## src/rtl/scl_gen_pkg.sv

```systemverilog
`timescale 1ns/1ps
package scl_gen_pkg;

  typedef enum logic [1:0] {
    ST_IDLE = 2'd0,
    ST_LOW  = 2'd1,
    ST_WAIT = 2'd2,
    ST_HIGH = 2'd3
  } sclState_t;

  // Strobes from the phase control to the counting datapath
  typedef struct packed {
    logic cntClr;   // zero prescale and phase counters this cycle
    logic runHigh;  // select the high-phase length
  } phaseCtl_t;

  localparam logic [1:0] SEL_HIGH     = 2'd0;
  localparam logic [1:0] SEL_LOW      = 2'd1;
  localparam logic [1:0] SEL_PRESCALE = 2'd2;

  localparam int MIN_PHASE_TICKS = 5;
  localparam int FLOOR_COUNT     = 3;
  localparam int COUNT_OFFSET    = 2;

endpackage

```

## src/rtl/scl_phase_datapath.sv

```systemverilog
`timescale 1ns/1ps
module scl_phase_datapath
  import scl_gen_pkg::*;
#(
  parameter int CFG_W = 8
) (
  input  logic             clk,
  input  logic             rst_n,
  input  logic             enable,
  input  logic             cfgWrEn,
  input  logic [1:0]       cfgSel,
  input  logic [CFG_W-1:0] cfgData,
  input  phaseCtl_t        ctl,
  output logic             phaseDone
);

  localparam int LEN_W = CFG_W + 1;
  localparam int NUM_PHASES = 2;  // index 0 high, 1 low
  localparam logic [CFG_W-1:0] FLOOR_VAL = CFG_W'(FLOOR_COUNT);
  localparam logic [LEN_W-1:0] MIN_LEN   = LEN_W'(MIN_PHASE_TICKS);
  localparam logic [LEN_W-1:0] OFFSET    = LEN_W'(COUNT_OFFSET);

  logic [CFG_W-1:0] countReg [NUM_PHASES];
  logic [CFG_W-1:0] prescaleReg;
  logic [LEN_W-1:0] phaseLen [NUM_PHASES];
  logic [LEN_W-1:0] curLen;
  logic [CFG_W-1:0] psCnt;
  logic [LEN_W-1:0] phCnt;
  logic             psTick;

  // Configuration registers, writable only while the block is disabled
  always_ff @(posedge clk or negedge rst_n) begin
    if (!rst_n) begin
      countReg[0] <= '0;
      countReg[1] <= '0;
      prescaleReg <= '0;
    end else if (cfgWrEn && !enable) begin
      case (cfgSel)
        SEL_HIGH:     countReg[0] <= cfgData;
        SEL_LOW:      countReg[1] <= cfgData;
        SEL_PRESCALE: prescaleReg <= cfgData;
        default:      ;
      endcase
    end
  end

  // Per-phase length with the minimum-length floor
  for (genvar g = 0; g < NUM_PHASES; g++) begin : g_len
    always_comb begin
      if (countReg[g] <= FLOOR_VAL) phaseLen[g] = MIN_LEN;
      else                          phaseLen[g] = {1'b0, countReg[g]} + OFFSET;
    end
  end

  assign curLen    = ctl.runHigh ? phaseLen[0] : phaseLen[1];
  assign psTick    = (psCnt == prescaleReg);
  assign phaseDone = psTick && (phCnt == curLen - LEN_W'(1));

  always_ff @(posedge clk or negedge rst_n) begin
    if (!rst_n) begin
      psCnt <= '0;
      phCnt <= '0;
    end else if (ctl.cntClr) begin
      psCnt <= '0;
      phCnt <= '0;
    end else if (psTick) begin
      psCnt <= '0;
      phCnt <= phCnt + LEN_W'(1);
    end else begin
      psCnt <= psCnt + CFG_W'(1);
    end
  end

endmodule

```

## src/rtl/scl_phase_control.sv

```systemverilog
`timescale 1ns/1ps
module scl_phase_control
  import scl_gen_pkg::*;
(
  input  logic      clk,
  input  logic      rst_n,
  input  logic      enable,
  input  logic      stretchIn,
  input  logic      phaseDone,
  output phaseCtl_t ctl,
  output logic      sclDrive,
  output logic      sclRise,
  output logic      sclFall
);

  sclState_t state, nextState;
  logic      sclReg, nextScl;

  always_comb begin
    nextState = state;
    if (!enable) begin
      nextState = ST_IDLE;
    end else begin
      case (state)
        ST_IDLE: nextState = ST_LOW;
        ST_LOW:  if (phaseDone) nextState = stretchIn ? ST_WAIT : ST_HIGH;
        ST_WAIT: if (!stretchIn) nextState = ST_HIGH;
        ST_HIGH: if (phaseDone) nextState = ST_LOW;
        default: nextState = ST_IDLE;
      endcase
    end
  end

  assign nextScl     = (nextState == ST_HIGH) || (nextState == ST_IDLE);
  assign ctl.cntClr  = (state != nextState) || (state == ST_IDLE) || (state == ST_WAIT);
  assign ctl.runHigh = (state == ST_HIGH);

  always_ff @(posedge clk or negedge rst_n) begin
    if (!rst_n) begin
      state   <= ST_IDLE;
      sclReg  <= 1'b1;
      sclRise <= 1'b0;
      sclFall <= 1'b0;
    end else begin
      state   <= nextState;
      sclReg  <= nextScl;
      sclRise <= nextScl && !sclReg;
      sclFall <= !nextScl && sclReg;
    end
  end

  assign sclDrive = sclReg;

endmodule

```

## src/rtl/scl_timing_gen.sv

```systemverilog
`timescale 1ns/1ps
module scl_timing_gen
  import scl_gen_pkg::*;
#(
  parameter int CFG_W = 8
) (
  input  logic             clk,
  input  logic             rst_n,
  input  logic             enable,
  input  logic             cfgWrEn,
  input  logic [1:0]       cfgSel,
  input  logic [CFG_W-1:0] cfgData,
  input  logic             stretchIn,
  output logic             sclDrive,
  output logic             sclRise,
  output logic             sclFall
);

  phaseCtl_t ctl;
  logic      phaseDone;

  scl_phase_datapath #(.CFG_W(CFG_W)) i_datapath (
    .clk       (clk),
    .rst_n     (rst_n),
    .enable    (enable),
    .cfgWrEn   (cfgWrEn),
    .cfgSel    (cfgSel),
    .cfgData   (cfgData),
    .ctl       (ctl),
    .phaseDone (phaseDone)
  );

  scl_phase_control i_control (
    .clk       (clk),
    .rst_n     (rst_n),
    .enable    (enable),
    .stretchIn (stretchIn),
    .phaseDone (phaseDone),
    .ctl       (ctl),
    .sclDrive  (sclDrive),
    .sclRise   (sclRise),
    .sclFall   (sclFall)
  );

endmodule

```

## config.mk

```make
export PLATFORM = sky130hd
export DESIGN_NAME = scl_timing_gen
export DESIGN_NICKNAME = d
export VERILOG_FILES = /design/src/rtl/scl_gen_pkg.sv /design/src/rtl/scl_phase_datapath.sv /design/src/rtl/scl_phase_control.sv /design/src/rtl/scl_timing_gen.sv
export SDC_FILE = /design/constraint.sdc
export NUM_CORES = 1
export LEC_CHECK = 0
export ABC_AREA = 1
export BUFFER_PORTS_ARGS = -buffer_cell sky130_fd_sc_hd__buf_2
export CAP_MARGIN = 20
export CORE_MARGIN = 8
export CORE_UTILIZATION = 56
export CTS_CLUSTER_SIZE = 16
export DETAILED_ROUTE_END_ITERATION = 6
export HOLD_SLACK_MARGIN = 0.03
export PLACE_DENSITY_LB_ADDON = 0.2
export SLEW_MARGIN = 20
export SYNTH_ARGS = -nofsm -noshare
export SYNTH_HDL_FRONTEND = slang
export SYNTH_SLANG_ARGS = --single-unit
```

## constraint.sdc

```tcl
create_clock -name clk -period 3.16 [get_ports clk]
set_input_delay 0.316 -clock clk [delete_from_list [all_inputs] [get_ports clk]]
set_output_delay 0.316 -clock clk [all_outputs]
set_load 0.02 [all_outputs]
```

==> impl_metrics.py <==
metrics = {
    "status": {
        "status": "complete, but fails checks",
        "violations": "hold timing",
    },
    "detailed_routing": {
        "drc": 0,
        "wl_um": 6595,
        "drt-pass1-iter-count": 4,
        "wl_per_cell_um": 12.98,
        "drt_iter0_drc": 118,
        "via_per_inst": 5.199,
        "drtAntennaViolNets": 0,
        "vias": 2641,
    },
    "placed_design": {
        "gp_congestion": 0.8548,
        "dp_hpwl_um": 5078,
        "io_buffers": 17,
        "placed_area_um2": 3132,
    },
    "critical_path": {
        "crit_required_ns": 3.34,
        "cp_max_fo": 15,
        "reg2reg_depth": 17,
        "critPathTopFamily": "simple AND/OR/NAND/NOR gates",
        "slowest_stage": "dfrtp_1",
        "worstPathArrival_ns": 2.94,
        "criticalPathCategory": "reg -> reg",
        "path_cells": "nor2_1, nand3_2, nand3_1, nand2_4, ha_1, xor2_1, nand3_1, a21oi_1, nand2_1, nor2_1, nand3_1, inv_1, nand2_2, o211ai_1, nand2_2, nand2_4, nor3_1",
        "crit_path_start_kind": "register",
        "critPathCaptureType": "register",
        "slowest_delay_ns": 0.46,
        "cp_common_cell": "nand3_1",
        "cp.depth": 17,
        "crit_buf_inv": 1,
    },
    "clocking": {
        "clock_sinks": 46,
        "post-cts-setup-buffer-count": 0,
        "cts-buffers-inserted": 5,
        "post_cts_resized": 0,
        "clk_latency_ns": 0.30,
        "clockBufferDepth": 2,
        "cts_tree": "built",
        "cts_root_buf": "clkbuf_8",
        "holdBufCountCts": 0,
        "htreeDepth": 2,
        "clkTransAtPathRegs_ns": 0.09,
    },
    "power_and_ir_drop": {
        "ir_drop_v": 0.0003287,
        "seqPwrFrac_pct": 42.6,
        "intPower_mw": 1.143,
        "p_sw_share_pct": 33.11,
        "p_per_area_nw_per_um2": 521.6,
        "power_mw": 1.709,
        "leakage_nw": 1.624,
        "power_frac_clock_pct": 31.8,
        "p_sw_uw": 565.8,
        "combPwrFrac_pct": 25.6,
    },
    "final_layout": {
        "area_delta_synth_final_pct": 8.762,
        "n_antenna_cell": 0,
        "design_area_um2": 3277,
        "utilization_pct": 63.75,
        "final_layout_size_suffix_gt1_share_pct": 15.53,
        "final_cell_mix": "110 x nand2_1, 62 x inv_1, 45 x dfrtp_1",
        "nNetsFinal": 457,
        "final_common_cell": "nand2_1",
    },
    "synthesis": {
        "synth_fa_ha_area_share_pct": 2.076,
        "synth_mux_area_share_pct": 0,
        "synth-compound-area-share_pct": 7.724,
        "yosysTopAreaCell": "dfrtp_1",
        "synth_top_family_by_area": "simple AND/OR/NAND/NOR gates",
        "synth_area_um2": 3013,
        "synthSimpleGateAreaFrac_pct": 39.49,
        "synth_xor_area_share_pct": 2.616,
        "synthTopCellsByArea": "dfrtp_1 37%, nand2_1 14%, inv_1 7.7%",
        "syn_avg_cell_area_um2": 7.191,
        "synth_cells": 419,
        "synth.distinct_cells": 33,
        "synth_nets": 439,
        "synth_seq_cells": 46,
        "synth_top_area_share_pct": 37.38,
        "ys_seq_area_share_pct": 38.25,
        "ys_warn_count": 0,
    },
    "global_routing": {
        "met1_usage_pct": 22.81,
        "grt_overflow": 0,
        "grtUsageMet3_pct": 2.941,
        "grt_busiest_layer": "met2",
        "grt_pass1_wl_um": 11670,
        "grt_max_degree": 47,
        "grt_pass1_vias": 2578,
        "gr-usage-met2_pct": 31.92,
        "grt_util_all_layers_pct": 18.51,
        "antenna_found_initial": 0,
    },
    "flow_run": {
        "maxCapViolCount": 0,
    },
    "timing": {
        "rsz0062_at_grt": "false",
        "slew_violations": 0,
        "fin_crit_ns": 2.763,
        "slew_headroom_pct": 61.76,
        "final.period_utilization_pct": 87.44,
        "hold_viol": 3,
        "setup_tns_ns": 0,
        "setup_violations": 0,
        "whs_ns": -0.003923,
        "finalClockSkew_ns": 0.008915,
        "max_freq_ghz": 0.3619,
        "worst_pin_slew_ns": 0.5736,
    },
    "die": {
        "fp.dieW_um": 89.35,
        "start_util_pct": 58.62,
        "die_y_um": 89.35,
        "fp-row-count": 26,
        "core_um2": 5140,
        "die_area_um2": 7983,
        "ios": 18,
    },
    "min_path": {
        "hp-class": "in -> async",
    },
}
synthesized netlist by cell type:
| cell | count |
|---|---|
| nand3b_1 | 5 |
| nor3_1 | 9 |
| nand2_1 | 110 |
| a21oi_1 | 6 |
| clkinv_1 | 1 |
| dfrtp_1 | 45 |
| nand2_2 | 12 |
| nor2_1 | 34 |
| nand3_1 | 41 |
| buf_12 | 1 |
| a21boi_1 | 1 |
| xor2_1 | 8 |
| inv_1 | 62 |
| clkbuf_1 | 3 |
| o21ai_1 | 1 |
| nand3_2 | 4 |
| xnor2_1 | 1 |
| o21bai_1 | 2 |
| dfstp_2 | 1 |
| nand2_4 | 4 |
| nor4_1 | 1 |
| buf_6 | 2 |
| nor2_4 | 3 |
| ha_1 | 5 |
| or2_2 | 4 |
| o211ai_1 | 1 |
| nand3_4 | 1 |
| nand4_1 | 7 |
| o21ai_0 | 29 |
| inv_4 | 1 |
| a31oi_1 | 1 |
| a21oi_4 | 1 |
| nor2_2 | 12 |
flip-flops by register name, summed over array words and instances, names as in the netlist:
| register | cells |
|---|---|
| i_control.sclRise | 1 |
| i_datapath.countReg | 16 |
| i_datapath.prescaleReg | 8 |
| i_control.sclFall | 1 |
| i_control.sclDrive | 1 |
| i_control.state | 2 |
| i_datapath.phCnt | 9 |
| i_datapath.psCnt | 8 |
final timing paths:
check,from,end,slack [ns]
worst min-delay path,rst_n,i_datapath.prescaleReg[5],-0.004
worst min register to register,i_control.sclDrive,i_control.sclFall,0.50
min in group clk,enable,i_control.sclDrive,0.30
worst max register to register,i_datapath.countReg[3],i_datapath.psCnt[6],0.40
worst max-delay path,i_datapath.countReg[3],i_datapath.psCnt[6],0.40
max in group asynchronous,rst_n,i_control.sclDrive,2.76
layout make-up:
| type | count | area [um2] |
|---|---|---|
| inverter | 64 | 242.7 |
| fill | 470 | 1863 |
| timing repair buffer | 17 | 87.58 |
| clock buffer | 6 | 82.58 |
| clock inverter | 2 | 60.06 |
| tap | 70 | 87.58 |
| sequential | 46 | 1152 |
| multi-input combinational | 303 | 1564 |
per-layer routing:
layer  wire, um  vias to the layer above
met5          0                        -
met4        108                        0
met3        251                       11
met2       3213                       48
met1       3020                     1226
li1           -                     1356
worst register-to-register path, cell delays in order (launching register included):
cell	delay, ns
dfrtp_1	0.46
nor2_1	0.15
nand3_2	0.11
nand3_1	0.17
nand2_4	0.09
ha_1	0.31
xor2_1	0.14
nand3_1	0.09
a21oi_1	0.12
nand2_1	0.06
nor2_1	0.08
nand3_1	0.09
inv_1	0.07
nand2_2	0.07
o211ai_1	0.20
nand2_2	0.13
nand2_4	0.22
nor3_1	0.08
metrics by stage:
step | setup WS, ns | std cells
6_report | 0.3970 | 508
5_1_grt | 0.09903 | 508
4_1_cts | 0.4048 | 508
3_5_place_dp | 0.4283 | 500
3_3_place_gp | 0.5164 | 500
2_1_floorplan | 0.6032 | 419
cells by family (layout without fill, tap and decap cells):
kind of cell,after synthesis,in the layout
and+or+nand+nor,247,247
buffers and inverters,70,89
DFF,46,46
AOI/OAI and AO/OA,42,42
xor gates and xnor gates,9,9
adders and majority gates,5,5
power groups by stage:
stage	logic, mW	clock network, mW	registers, mW
5_1_grt	0.510	0.566	0.740
2_1_floorplan	0.349	0	0.719
3_3_place_gp	0.427	0	0.735
4_1_cts	0.438	0.546	0.728
3_5_place_dp	0.436	0	0.739
6_report	0.438	0.543	0.729
Power figures use the tool's default switching activity.
